$ cat src/rtl/busstep_pkg.sv
package busstep_pkg;

   typedef enum logic [2:0] {
      OP_HOLD     = 3'd0,
      OP_RUN      = 3'd1,
      OP_STEP_CYC = 3'd2,
      OP_STEP_INS = 3'd3,
      OP_RST_ON   = 3'd4,
      OP_RST_OFF  = 3'd5
   } op_e;

   typedef enum logic [1:0] {
      M_HOLD     = 2'd0,
      M_RUN      = 2'd1,
      M_STEP_CYC = 2'd2,
      M_STEP_INS = 2'd3
   } mode_e;

   typedef enum logic [1:0] {
      K_READ  = 2'd0,
      K_WRITE = 2'd1,
      K_FETCH = 2'd2
   } kind_e;

   // Write wins over sync; fetch needs sync with a read.
   function automatic kind_e classify(input logic rw, input logic sync);
      if (!rw)
         return K_WRITE;
      else if (sync)
         return K_FETCH;
      else
         return K_READ;
   endfunction

endpackage

$ cat src/rtl/busstep_phase.sv
module busstep_phase #(
   parameter int LOW_W    = 8,
   parameter int HIGH_LEN = 2
)(
   input  logic             clk,
   input  logic             rst_n,
   input  logic [LOW_W-1:0] low_len,
   input  logic             go,
   input  logic             fall_ok,
   output logic             phi2,
   output logic             at_gate,
   output logic             rise_evt,
   output logic             fall_evt
);
   localparam int            HW    = (HIGH_LEN > 1) ? $clog2(HIGH_LEN) : 1;
   localparam logic [HW-1:0] HLAST = HW'(HIGH_LEN - 1);

   logic [LOW_W-1:0] low_cnt;
   logic [HW-1:0]    high_cnt;

   assign at_gate  = !phi2 && (low_cnt >= low_len);
   assign rise_evt = at_gate && go;
   assign fall_evt = phi2 && (high_cnt == HLAST) && fall_ok;

   always_ff @(posedge clk or negedge rst_n) begin
      if (!rst_n) begin
         phi2     <= 1'b0;
         low_cnt  <= '0;
         high_cnt <= '0;
      end else if (rise_evt) begin
         phi2     <= 1'b1;
         high_cnt <= '0;
         low_cnt  <= '0;
      end else if (fall_evt) begin
         phi2    <= 1'b0;
         low_cnt <= '0;
      end else if (!phi2) begin
         if (low_cnt < low_len)
            low_cnt <= low_cnt + 1'b1;
      end else begin
         if (high_cnt != HLAST)
            high_cnt <= high_cnt + 1'b1;
      end
   end

endmodule

$ cat src/rtl/busstep_seq.sv
module busstep_seq
   import busstep_pkg::*;
(
   input  logic       clk,
   input  logic       rst_n,
   input  logic       cmd_valid,
   input  logic [2:0] cmd_op,
   input  logic       at_gate,
   input  logic       rise_evt,
   input  logic       cpu_sync,
   output logic       go,
   output logic       resb
);
   mode_e mode;
   logic  started;
   logic  sets_mode;
   logic  sync_stop;

   assign sets_mode = cmd_valid && (cmd_op <= 3'd3);
   assign sync_stop = at_gate && (mode == M_STEP_INS) && started && cpu_sync;
   assign go = (mode == M_RUN) || (mode == M_STEP_CYC) ||
               ((mode == M_STEP_INS) && !(started && cpu_sync));

   always_ff @(posedge clk or negedge rst_n) begin
      if (!rst_n) begin
         mode    <= M_HOLD;
         started <= 1'b0;
      end else if (sets_mode) begin
         mode    <= mode_e'(cmd_op[1:0]);
         started <= 1'b0;
      end else begin
         if (rise_evt && (mode == M_STEP_INS))
            started <= 1'b1;
         if (rise_evt && (mode == M_STEP_CYC))
            mode <= M_HOLD;
         else if (sync_stop) begin
            mode    <= M_HOLD;
            started <= 1'b0;
         end
      end
   end

   always_ff @(posedge clk or negedge rst_n) begin
      if (!rst_n)
         resb <= 1'b0;
      else if (cmd_valid && (op_e'(cmd_op) == OP_RST_ON))
         resb <= 1'b0;
      else if (cmd_valid && (op_e'(cmd_op) == OP_RST_OFF))
         resb <= 1'b1;
   end

endmodule

$ cat src/rtl/busstep_count.sv
module busstep_count #(
   parameter int CNT_W    = 32,
   parameter bit SATURATE = 1'b1
)(
   input  logic             clk,
   input  logic             rst_n,
   input  logic             resb,
   input  logic             tick,
   output logic [CNT_W-1:0] next_val
);
   logic [CNT_W-1:0] cnt;
   logic [CNT_W-1:0] incr;

   generate
      if (SATURATE) begin : g_sat
         assign incr = (cnt == {CNT_W{1'b1}}) ? cnt : cnt + 1'b1;
      end else begin : g_wrap
         assign incr = cnt + 1'b1;
      end
   endgenerate

   assign next_val = resb ? incr : '0;

   always_ff @(posedge clk or negedge rst_n) begin
      if (!rst_n)
         cnt <= '0;
      else if (!resb)
         cnt <= '0;
      else if (tick)
         cnt <= incr;
   end

endmodule

$ cat src/rtl/busstep_trace.sv
module busstep_trace #(
   parameter int ADDR_W = 16,
   parameter int DATA_W = 8,
   parameter int CNT_W  = 32
)(
   input  logic              clk,
   input  logic              rst_n,
   input  logic              capture,
   input  logic [CNT_W-1:0]  in_count,
   input  logic [1:0]        in_kind,
   input  logic [ADDR_W-1:0] in_addr,
   input  logic [DATA_W-1:0] in_data,
   input  logic              ready,
   output logic              slot_free,
   output logic              valid,
   output logic [CNT_W-1:0]  out_count,
   output logic [1:0]        out_kind,
   output logic [ADDR_W-1:0] out_addr,
   output logic [DATA_W-1:0] out_data
);
   assign slot_free = !valid || ready;

   always_ff @(posedge clk or negedge rst_n) begin
      if (!rst_n) begin
         valid     <= 1'b0;
         out_count <= '0;
         out_kind  <= '0;
         out_addr  <= '0;
         out_data  <= '0;
      end else if (capture) begin
         valid     <= 1'b1;
         out_count <= in_count;
         out_kind  <= in_kind;
         out_addr  <= in_addr;
         out_data  <= in_data;
      end else if (ready) begin
         valid <= 1'b0;
      end
   end

endmodule

$ cat src/rtl/busstep_monitor.sv
module busstep_monitor
   import busstep_pkg::*;
#(
   parameter int ADDR_W   = 16,
   parameter int DATA_W   = 8,
   parameter int CNT_W    = 32,
   parameter int LOW_W    = 8,
   parameter int HIGH_LEN = 2,
   parameter bit SATURATE = 1'b1
)(
   input  logic              clk,
   input  logic              rst_n,
   input  logic [LOW_W-1:0]  cfg_low_len,
   input  logic              cmd_valid,
   input  logic [2:0]        cmd_op,
   input  logic [ADDR_W-1:0] cpu_addr,
   input  logic [DATA_W-1:0] cpu_data,
   input  logic              cpu_rw,
   input  logic              cpu_sync,
   output logic              phi2,
   output logic              resb,
   output logic              trace_valid,
   input  logic              trace_ready,
   output logic [CNT_W-1:0]  trace_count,
   output logic [1:0]        trace_kind,
   output logic [ADDR_W-1:0] trace_addr,
   output logic [DATA_W-1:0] trace_data
);
   generate
      if (ADDR_W < 1 || DATA_W < 1) begin : g_bad_bus
         $error("busstep_monitor: bus widths must be positive");
      end
      if (CNT_W < 2) begin : g_bad_cnt
         $error("busstep_monitor: CNT_W must be at least 2");
      end
      if (LOW_W < 1) begin : g_bad_low
         $error("busstep_monitor: LOW_W must be at least 1");
      end
      if (HIGH_LEN < 1) begin : g_bad_high
         $error("busstep_monitor: HIGH_LEN must be at least 1");
      end
   endgenerate

   logic             go;
   logic             at_gate;
   logic             rise_evt;
   logic             fall_evt;
   logic             slot_free;
   logic [CNT_W-1:0] cyc_next;
   kind_e            cyc_kind;

   assign cyc_kind = classify(cpu_rw, cpu_sync);

   busstep_phase #(.LOW_W(LOW_W), .HIGH_LEN(HIGH_LEN)) u_phase (
      .clk      (clk),
      .rst_n    (rst_n),
      .low_len  (cfg_low_len),
      .go       (go),
      .fall_ok  (slot_free),
      .phi2     (phi2),
      .at_gate  (at_gate),
      .rise_evt (rise_evt),
      .fall_evt (fall_evt)
   );

   busstep_seq u_seq (
      .clk       (clk),
      .rst_n     (rst_n),
      .cmd_valid (cmd_valid),
      .cmd_op    (cmd_op),
      .at_gate   (at_gate),
      .rise_evt  (rise_evt),
      .cpu_sync  (cpu_sync),
      .go        (go),
      .resb      (resb)
   );

   busstep_count #(.CNT_W(CNT_W), .SATURATE(SATURATE)) u_count (
      .clk      (clk),
      .rst_n    (rst_n),
      .resb     (resb),
      .tick     (fall_evt),
      .next_val (cyc_next)
   );

   busstep_trace #(.ADDR_W(ADDR_W), .DATA_W(DATA_W), .CNT_W(CNT_W)) u_trace (
      .clk       (clk),
      .rst_n     (rst_n),
      .capture   (fall_evt),
      .in_count  (cyc_next),
      .in_kind   (cyc_kind),
      .in_addr   (cpu_addr),
      .in_data   (cpu_data),
      .ready     (trace_ready),
      .slot_free (slot_free),
      .valid     (trace_valid),
      .out_count (trace_count),
      .out_kind  (trace_kind),
      .out_addr  (trace_addr),
      .out_data  (trace_data)
   );

endmodule

$ cat config.mk
export PLATFORM = sky130hd
export DESIGN_NAME = busstep_monitor
export DESIGN_NICKNAME = d
export VERILOG_FILES = /design/src/rtl/busstep_pkg.sv /design/src/rtl/busstep_phase.sv /design/src/rtl/busstep_seq.sv /design/src/rtl/busstep_count.sv /design/src/rtl/busstep_trace.sv /design/src/rtl/busstep_monitor.sv
export SDC_FILE = /design/constraint.sdc
export NUM_CORES = 1
export LEC_CHECK = 0
export ABC_AREA = 0
export BUFFER_PORTS_ARGS = -buffer_cell sky130_fd_sc_hd__buf_2
export CAP_MARGIN = 20
export CORE_MARGIN = 8
export CORE_UTILIZATION = 40
export DETAILED_ROUTE_END_ITERATION = 10
export GPL_ROUTABILITY_DRIVEN = 0
export GPL_TIMING_DRIVEN = 0
export HOLD_SLACK_MARGIN = 0.05
export PLACE_DENSITY = 0.65
export SETUP_SLACK_MARGIN = 0.2
export SYNTH_ARGS = -nofsm -noshare
export SYNTH_HDL_FRONTEND = slang
export SYNTH_SLANG_ARGS = --single-unit
$ cat constraint.sdc
create_clock -name clk -period 5.6 [get_ports clk]
set_input_delay 1.12 -clock clk [delete_from_list [all_inputs] [get_ports clk]]
set_output_delay 1.12 -clock clk [all_outputs]
set_load 0.02 [all_outputs]
### Word level (Yosys, flattened, before mapping)

Index checks and enable logic that the tools add are counted.

* output and inout bits: 61
* logic and storage cells: 82
* register bits after elaboration: 105
* input port bits: 41

* $add $sub $neg: 3
* magnitude comparators: 3
* reduce and logical (&&, ||, !) cells: 28
* eq/ne operators: 9
* mux-type cells: 27

Operators by type and width (count)
* $mux W32: 4
* $add A32 B1 Y32 const B: 1
* $eq A32 B32 Y1 const B: 1
* $mux W8: 4
* $logic_and A1 B1 Y1: 14
* $mux W1: 14
* $mux W2: 5
* $add A8 B1 Y8 const B: 1
* $ge A8 B8 Y1: 1
* $lt A8 B8 Y1: 1
* $reduce_bool A2 Y1: 4
* $eq A3 B3 Y1 const B: 2
* $reduce_bool A3 Y1: 2
* $eq A2 B2 Y1 const B: 2
* $reduce_and A2 Y1: 2
* $le A3 B2 Y1 const B: 1
* $logic_not A1 Y1: 3
* $logic_or A1 B1 Y1: 3
* $ne A3 B2 Y1 const B: 1
* $eq A2 B1 Y1 const B: 1
* $ne A2 B1 Y1 const B: 1
* $ne A2 B2 Y1 const B: 1
* $add A1 B1 Y1 const B: 1

### Logic depth before layout (Yosys ltp)

Gate-level depths: netlist of run 1.

* word-level depth: 10
* mapped depth: 9
* depth with buffers taken out: 8

### Cells and area by module

A second synthesis of run 1 with hierarchy kept.

* cells, all modules: 550
* area, all modules: 5845.6 um2

By module, submodules not included
* busstep_count: area each 2598.7 um2, sequential area each 800.8 um2, cells each 319, times used 1
* busstep_trace: area each 2229.6 um2, sequential area each 1476.4 um2, cells each 126, times used 1
* busstep_phase: area each 763.2 um2, sequential area each 250.2 um2, cells each 82, times used 1
* busstep_seq: area each 244.0 um2, sequential area each 100.1 um2, cells each 21, times used 1
* busstep_monitor: area each 10.0 um2, sequential area each 0.0 um2, cells each 2, times used 1

### Least setup slack after synthesis of run 1

No wires, ideal clock.

* path type: input to register
* start: input cfg_low_len[1]
* end: register u_phase.low_cnt[5]
* cell stages on the path: 9
* required time: 5.521 ns
* library setup time: 0.079 ns
* data arrival time: 2.715 ns
* path buffers: 1
* setup slack: 2.806 ns
* cell sequence: inv_1 > ha_1 > nor2b_1 > o211ai_1 > a21oi_1 > o21a_1 > clkbuf_1 > or3_1 > a21oi_1

* longest elaborated chain between the ends: 5
* elaborated cells between the ends (all ways): 8
* those cells by class: order compare: 2; eq/ne: 1; mux: 1; reduce/logical: 4

Ends and longest elaborated chain
* start: declaration: line busstep_monitor.sv:13 `input logic [LOW_W-1:0] cfg_low_len,`
* $ge A8 B8 Y1: line busstep_phase.sv:21 `assign at_gate = !phi2 && (low_cnt >= low_len);`
* $logic_and A1 B1 Y1: line busstep_phase.sv:21
* $logic_and A1 B1 Y1: line busstep_phase.sv:22 `assign rise_evt = at_gate && go;`
* $ne A3 B2 Y1 (no line) / $reduce_bool A3 Y1 (equally long branches)
* $reduce_and A2 Y1 (no line)
* end signal: assignment: line busstep_phase.sv:39 `low_cnt <= low_cnt + 1'b1;`
* end: declaration: line busstep_phase.sv:18 `logic [LOW_W-1:0] low_cnt;`

Parallel ways exist; a longest one is shown, timed or not.
A chain may end at the register's enable or synchronous reset.

### Final worst setup path of run 1

Ends and elaborated chain as after synthesis.

==> results of run 1 <==
flip-flops by register name, indices dropped and copies added (netlist names):
register           flops
u_phase.low_cnt        8
u_count.cnt           32
u_trace.out_data       8
u_trace.out_count     32
u_trace.valid          1
u_trace.out_addr      16
u_phase.high_cnt       1
u_seq.started          1
u_trace.out_kind       2
u_seq.resb             1
u_seq.mode             2
u_phase.phi2           1
cell type report:
| type | count | area (µm²) | share of cell area |
|---|---|---|---|
| buffer | 34 | 166 | 0.0254 |
| clock inverter | 7 | 47.5 | 0.00727 |
| multi-input combinational | 448 | 2670 | 0.408 |
| inverter | 13 | 48.8 | 0.00746 |
| clock buffer | 9 | 225 | 0.0344 |
| tap | 180 | 225 | 0.0344 |
| sequential | 105 | 2630 | 0.402 |
| timing repair buffer | 102 | 536 | 0.0818 |
synthesized netlist by cell type (all sizes together):
master     n  share of area
o211ai     2         0.0027
o32ai      2         0.0032
a21oi     15          0.014
nand4     18          0.023
a211oi     4         0.0077
o22ai      2         0.0023
o31ai      7         0.0095
mux2       1         0.0020
and4       7          0.012
clkbuf    19          0.013
inv       13         0.0089
o2111ai    1         0.0016
buf       15          0.017
and3       8         0.0091
nor3      13          0.015
a21boi     2         0.0027
or4        4         0.0054
nand2b     2         0.0023
nor4       8          0.010
ha        12          0.027
nand4b     1         0.0016
nor2      19          0.013
or3        4         0.0054
xor2      27          0.043
o21ai     36          0.033
nand3     33          0.037
a31oi      6         0.0079
xnor2     27          0.043
a21o       2         0.0027
nor2b      4         0.0045
o41ai      1         0.0016
nand2    143          0.098
or2        1         0.0011
mux2i      3         0.0054
and2      31          0.035
dfrtp    105           0.48
o21a       2         0.0027
per-layer routing:
metal	up-vias	global-route usage	routed length [µm]
met5	-	0	0
li1	2274	-	-
met1	2257	0.202	6440
met4	0	0.0530	174
met2	125	0.265	6580
met3	12	0.0448	916
worst max-delay path, stage by stage:
cell and delay, ns:
sky130_fd_sc_hd__buf_2 0.07, sky130_fd_sc_hd__inv_1 0.03, sky130_fd_sc_hd__ha_1 0.29, sky130_fd_sc_hd__nor2b_1 0.13, sky130_fd_sc_hd__o211ai_1 0.23, sky130_fd_sc_hd__a21oi_1 0.11, sky130_fd_sc_hd__o21a_1 0.25, sky130_fd_sc_hd__clkbuf_1 0.25
sky130_fd_sc_hd__or3_1 0.40, sky130_fd_sc_hd__a21oi_1 0.16
worst paths after layout:
kind / end / slack (ns) / depth (start not counted)
setup / recovery: u_phase.low_cnt[5] / 2.82 / 10
hold / removal: u_trace.out_count[27] / 0.47 / 2
setup reg to reg: u_phase.low_cnt[5] / 3.25 / 8
hold reg to reg: u_trace.out_count[27] / 0.47 / 2
max in group asynchronous: u_trace.out_count[18] / 4.09 / 2
min in group asynchronous: u_trace.out_data[6] / 0.80 / 1
power by group through the flow:
stage / Clock, mW / Combinational, mW / Sequential (mW)
after global placement: 0 / 0.764 / 0.992
after global routing: 0.625 / 0.881 / 1.01
after floorplan: 0 / 0.364 / 1.12
final: 0.579 / 0.779 / 0.984
after CTS: 0.597 / 0.793 / 0.984
after detailed placement: 0 / 0.790 / 1.00
stage by stage:
stage               hold slack, ns  cell area, µm²   util  worst slack (ns)  total power, mW
floorplan                    0.495            5510      -              2.81             1.48
global placement             0.447            6240  0.457              2.20             1.76
detailed placement           0.453            6270  0.459              2.48             1.79
CTS                          0.470            6540  0.479              2.81             2.37
global route                 0.492            6540  0.479              2.58             2.51
finish                       0.467            6540  0.479              2.82             2.34
kinds of logic (layout without fill, tap and decap cells):
logic type,count (synthesis),in the layout,share of synthesized area
compound gates,82,82,0.0911
mux,4,4,0.00749
simple gates,296,296,0.272
buf+inv,47,165,0.0391
flops,105,105,0.477
fa+ha+maj,12,12,0.0272
xor+xnor,54,54,0.0858
==> out/results.txt, run 1 <==
Most common cell after layout, fill and taps aside: sky130_fd_sc_hd__nand2_1. The fraction of layout cells with a size suffix above 1 works out to 0.205. Buffers inserted to repair hold after CTS numbered 0. The wire-length estimate of the detail-placed layout is 10500 µm. The kind of end point of the critical path was a flop.

In the routed design, unresolved DRC markers number 0. Post-CTS timing repair inserted 0 buffers for setup. For this design the total switching power over the nets is 910 µW. STA classifies the critical path startpoint as a primary input. The tools report the starting utilization of the core area as 0.403. Setup violations remaining at the end of the flow were counted as 0. The region available for standard cell placement spans 13700 µm². The global-route usage over all layers was 0.162. The vertical extent of the die works out to 133 µm.

For the number of hold violations in the final report, the log shows 0. The floorplan has 43 rows. The floorplan step defined a die boundary enclosing 17800 µm². Cell internal power was estimated by the tool at 1.43 mW. The clock network fraction of total power came out at 0.247. The power per cell area works out to 358 nW/µm². The layout has 1311 filler cells. The top fanout value on the critical path came out at 10. The logs give 155 µV for the maximum VDD drop and 0 for the aggregate global routing overflow.

The netlist area before placement is 5510 µm², and the via count of the first global-routing pass is 4810. The number of slew-limit violations in the final report is 0. The sum of routed wire length over all layers came out at 14100 µm. Yosys printed 0 warnings.

In this run, post-CTS repair resized a total of 0 instances. After detailed placement, the design holds a cell count of 882. The total negative slack for setup checks is 0 ns.

The transition time at the pin with the least slew margin was 0.653 ns. The first global-routing pass estimated 23900 µm of wire. The first TritonRoute pass finished after 4 iterations. The routed via count is 4668, and the DRC violation total after the first TritonRoute iteration is 365. Clock skew on the completed layout was measured at 0.00664 ns.

In this run the mean area of a mapped cell was 9.18 µm². Startpoint of the worst register-to-register path: u_phase.low_cnt[1]. The distinct cell type count of the synthesized netlist is 53. Type of the worst setup path: primary input to flop. The port buffer count works out to 101. The analysis attributes to cell leakage a power of 3.13 nW. The detail route stage leaves a number of antenna-violating nets equal to 0. In this run the clock root is driven by a sky130_fd_sc_hd__clkbuf_16. The minimum clock period is 2.78 ns.

The tools report the final non-filler cell total as 898. The initial antenna violation count is 0, and the critical path required time is 5.86 ns. After clock tree synthesis, the clock-pin slew on the worst setup and hold paths is 0.07 ns. The run finished with clean final reports. After the last flow step, the layout net total stands at 766. Setup repair after global routing left no endpoint under its margin. The top cell types in the final layout, fill and taps aside, are 142 x sky130_fd_sc_hd__nand2_1, 107 x sky130_fd_sc_hd__buf_2, 105 x sky130_fd_sc_hd__dfrtp_1. Synthesis produced a netlist with a net count of 653. In this run the deepest clock path goes through 2 buffers. The signal arrival time at the worst endpoint was 3.04 ns. The most critical setup path has its startpoint at cfg_low_len[1].

Proportion of total power due to net switching: 0.389. The launch point of the worst hold path was u_trace.out_count[27]. The headroom to the max-slew limit was 0.565; the number of top-level pins was 102. For the cell count after synthesis, the log shows 600.

Max-cap violations in this run came to 0. The growth of design area from synthesis to finish was 18.8%. After detailed routing, the average wire length per cell comes to 15.7 µm. The relative contribution of sequential cells to total power is 0.420. The maximum operating frequency is 0.360 GHz. TritonCTS built the clock tree. Path category of the worst min-delay check: flop to flop.

After synthesis the netlist holds a flip-flop and latch count of 105. The number of diodes was 0. The die boundary width was 133 µm. The tools report the clock latency reported for the late side of the worst-skew pair as 0.34 ns. Buffers inserted during clock tree synthesis total 9. The H-tree was split into 3 levels. The largest net degree at the start of global routing was 58; the part of the power in combinational logic was 0.333. The period utilization was 0.496; the post-synthesis sequential area ratio was 0.477.

Counting every sink on the clock net gives 105. The ratio of routed vias to standard cells works out to 5.20.
No activity file was read; power rests on OpenSTA's default activity.
==> inputs of run 2 (changes only) <==
--- a/config.mk
+++ b/config.mk
@@ -14,7 +14,7 @@
 export GPL_ROUTABILITY_DRIVEN = 0
 export GPL_TIMING_DRIVEN = 0
 export HOLD_SLACK_MARGIN = 0.05
-export PLACE_DENSITY = 0.65
+export PLACE_DENSITY = 0.67
 export SETUP_SLACK_MARGIN = 0.2
 export SYNTH_ARGS = -nofsm -noshare
 export SYNTH_HDL_FRONTEND = slang
==> constraint.sdc (replaced) <==
create_clock -name clk -period 2.3 [get_ports clk]
set_input_delay 0.46 -clock clk [delete_from_list [all_inputs] [get_ports clk]]
set_output_delay 0.46 -clock clk [all_outputs]
set_load 0.02 [all_outputs]
==> out/results.txt, run 2 (synthesis results as in run 1) <==
The flow ran to the end, and the final reports show no timing, DRC or antenna violations. The cell at the slowest stage of the critical path is sky130_fd_sc_hd__dfrtp_1 (was sky130_fd_sc_hd__or3_1). Setup repair after global routing could not meet its margin everywhere. The number of maximum-capacitance constraint violations came out at 0 (unchanged). The type of the worst setup path was flop to flop (was primary input to flop).

Number of top-level pins: 102 (unchanged). The die boundary width is 133 µm (unchanged). Worst-path cell chain: buf_6 -> and4_1 -> buf_6 -> nand4_4 -> buf_8 -> a211oi_4 -> buf_4 -> xor2_1 -> nand3_1 -> nand2_1 (was buf_2 -> inv_1 -> ha_1 -> nor2b_1 -> o211ai_1 -> a21oi_1 -> o21a_1 -> clkbuf_1 -> or3_1 -> a21oi_1).

Largest registers: u_count.cnt (32), u_trace.out_count (32), u_trace.out_addr (16) (unchanged). The path category of the worst min-delay check is primary input to asynchronous set/reset pin (was flop to flop). The relative contribution of sequential cells to total power was 0.400 (was 0.420); the total negative slack for setup checks was 0 ns (unchanged). The number of rows in the core area was 43 (unchanged); the ratio of routed vias to standard cells was 5.16 (was 5.20). Global-route usage over all layers: 0.168 (was 0.162).

The count of buffering cells on the critical path with inverters included is 4 (was 3). For the setup slack after placement, the log shows -0.169 ns (was 2.48 ns). The core occupancy in the finished layout was 0.512 (was 0.479); the vertical extent of the die was 133 µm (unchanged). The category of cells accounting for the largest share of critical-path delay is buffers and inverters (was compound AO/OA/AOI/OAI gates). The maximum operating frequency is 0.481 GHz, and the clock sink count is 105 (unchanged).

The routed via count is 4764 (was 4668), and the total chip power is 6.00 mW (was 2.34 mW). Leading cell types in the layout, fill and taps excluded: 139 x sky130_fd_sc_hd__nand2_1, 105 x sky130_fd_sc_hd__buf_2, 99 x sky130_fd_sc_hd__dfrtp_1 (was 142 x sky130_fd_sc_hd__nand2_1, 107 x sky130_fd_sc_hd__buf_2, 105 x sky130_fd_sc_hd__dfrtp_1). The logs give 0.22 ns (was 3.25 ns) for the slack of the worst reg-to-reg path and 0.519 (was 0.565) for the headroom to the max-slew limit.

The maximum VDD drop is 491 µV (was 155 µV). For the internal power, the log shows 3.63 mW (was 1.43 mW). The logs give 0 (unchanged) for the aggregate global routing overflow and 3.37 nW (was 3.13 nW) for the total leakage power. For the number of hold violations in the final report, the log shows 0 (unchanged). The tools report the DRC violation total after the first TritonRoute iteration as 270 (was 365).

The port buffer count came out at 101 (unchanged). The growth of design area from synthesis to finish was 26.9% (was 18.8%); the part of the power in combinational logic was 0.344 (was 0.333). For the die area, the log shows 17800 µm² (unchanged). Most common cell type on the critical path: sky130_fd_sc_hd__buf_6 (was sky130_fd_sc_hd__a21oi_1). The run gives 2.38 ns (was 3.04 ns) as the signal arrival time at the worst endpoint.

The startpoint of the worst register-to-register path is u_count.cnt[6] (was u_phase.low_cnt[1]). The logs give 15000 µm (was 14100 µm) for the sum of routed wire length over all layers and 3 (unchanged) for the H-tree depth. Number of slew-limit violations in the final report: 0 (unchanged). The most common cell after layout, fill and taps aside was sky130_fd_sc_hd__nand2_1 (unchanged).

The run gives 0.256 (was 0.247) as the clock network fraction of total power. The run gives 0.36 ns (was 0.34 ns) as the clock latency reported for the late side of the worst-skew pair. The tools report the kind of end point of the critical path as a flop (unchanged). The global-route wire length before repair is 24200 µm (was 23900 µm). The run gives 0 (unchanged) as the final number of setup-violating endpoints. The smallest clock period supported by the final layout is computed as 2.08 ns. The starting utilization of the core area was 0.403 (unchanged). Detail-routed net length per standard cell: 16.2 µm (was 15.7 µm). For the final clock skew, the log shows 0.00864 ns (was 0.00664 ns).

The tools report the DRC violation count after routing as 0 (unchanged). The switching component of the power was 2.37 mW (was 910 µW); the transition time at the pin with the least slew margin was 0.722 ns (was 0.653 ns). For the final worst slack, the log shows 0.222 ns (was 2.82 ns). The period utilization is 0.903.

The top fanout value on the critical path was 7 (was 10); the TritonCTS buffer count was 9 (unchanged). Nature of the critical path startpoint: a flop (was a primary input). The logic depth of the worst register-to-register path came out at 10 (was 8). The number of iterations in the first detailed-routing pass was 5 (was 4); the power per cell area was 858 nW/µm² (was 358 nW/µm²). The proportion of total power due to net switching was 0.394 (was 0.389); the area of the core was 13700 µm² (unchanged). Reg-to-reg critical path endpoint: u_trace.out_count[20] (was u_phase.low_cnt[5]).

For the largest net degree at the start of global routing, the log shows 55 (was 58). For the number of nets in the final layout, the log shows 792 (was 766). The tools report the clock tree root buffer cell as sky130_fd_sc_hd__clkbuf_16 (unchanged). The final worst hold slack was 0.170 ns (was 0.467 ns). The critical path required time came out at 2.60 ns (was 5.86 ns). The fraction of layout cells with a size suffix above 1 came out at 0.290 (was 0.205). Sum of net half-perimeters after detailed placement: 10600 µm (was 10500 µm). Number of diodes: 0 (unchanged). The run gives 1279 (was 1311) as the count of fill cells added during filler insertion.

The largest incremental delay on the critical path is 0.34 ns (was 0.40 ns). For the clock tree buffer depth, the log shows 2 (unchanged). The initial antenna violation count was 0 (unchanged); the clock-pin slew on the worst setup and hold paths was 0.07 ns (about the same). Via count of the first global-routing pass: 4754 (was 4810). TritonCTS built the clock tree.

The number of antenna-violating nets in the routed design was 0 (unchanged).
==> run 2: changes by cell type in the layout (fill, tap and decap cells not counted), sizes merged <==
cell,before,now
clkbuf,28,30
clkinvlp,2,1
inv,13,16
clkinv,5,2
buf,117,142
==> run 2: how the worst max path moves through the flow <==
stage	start	end	slack, ns	depth (start not counted)
2_1_floorplan	cfg_low_len[1]	u_phase.low_cnt[5]	0.19	9
3_3_place_gp	rst_n	u_phase.low_cnt[5]	-0.42	1
3_5_place_dp	cfg_low_len[1]	u_phase.low_cnt[2]	-0.17	9
4_1_cts	u_phase.low_cnt[1]	u_phase.low_cnt[5]	0.20	8
5_1_grt	u_phase.low_cnt[1]	u_phase.low_cnt[5]	0.14	8
6_report	u_count.cnt[6]	u_trace.out_count[20]	0.22	10
==> run 2: layout make-up <==
class	count	area (µm²)	share of cell area
buffer	34	230	0.0329
clock buffer	10	239	0.0342
clock inverter	6	58.8	0.00841
inverter	13	48.8	0.00698
multi-input combinational	448	2810	0.401
sequential	105	2640	0.377
tap	180	225	0.0322
timing repair buffer	128	747	0.107
==> run 2: power by group through the flow <==
stage	combinational (mW)	clock [mW]	sequential, mW
2_1_floorplan	0.886	0	2.72
3_3_place_gp	1.88	0	2.42
3_5_place_dp	1.94	0	2.44
4_1_cts	2.00	1.58	2.40
5_1_grt	2.30	1.66	2.44
6_report	2.06	1.54	2.40
==> run 2: repair_timing <==
item | 4_1_cts | 5_1_grt
setup endpoints to repair | 93 | 88
hold endpoints to repair | 0 | 0
buffers inserted | 4 | 22
gates resized for setup | 23 | 48
hold buffers | 0 | 0
pin swaps | 8 | 17
==> run 2: routing by layer <==
metal / GRT usage / part of all wire / vias to the layer above / wire [µm]
li1: - / - / 2323 / -
met1: 0.211 / 0.44 / 2276 / 6570
met2: 0.267 / 0.47 / 146 / 7050
met3: 0.0565 / 0.079 / 19 / 1180
met4: 0.0505 / 0.012 / 0 / 186
met5: 0 / 0 / - / 0
==> run 2: stage by stage <==
step / cell area, µm² / instances
3_5_place_dp: 6270 / 882
6_report: 6990 / 924
2_1_floorplan: 5510 / 600
3_3_place_gp: 6240 / 881
4_1_cts: 6660 / 902
5_1_grt: 6990 / 924
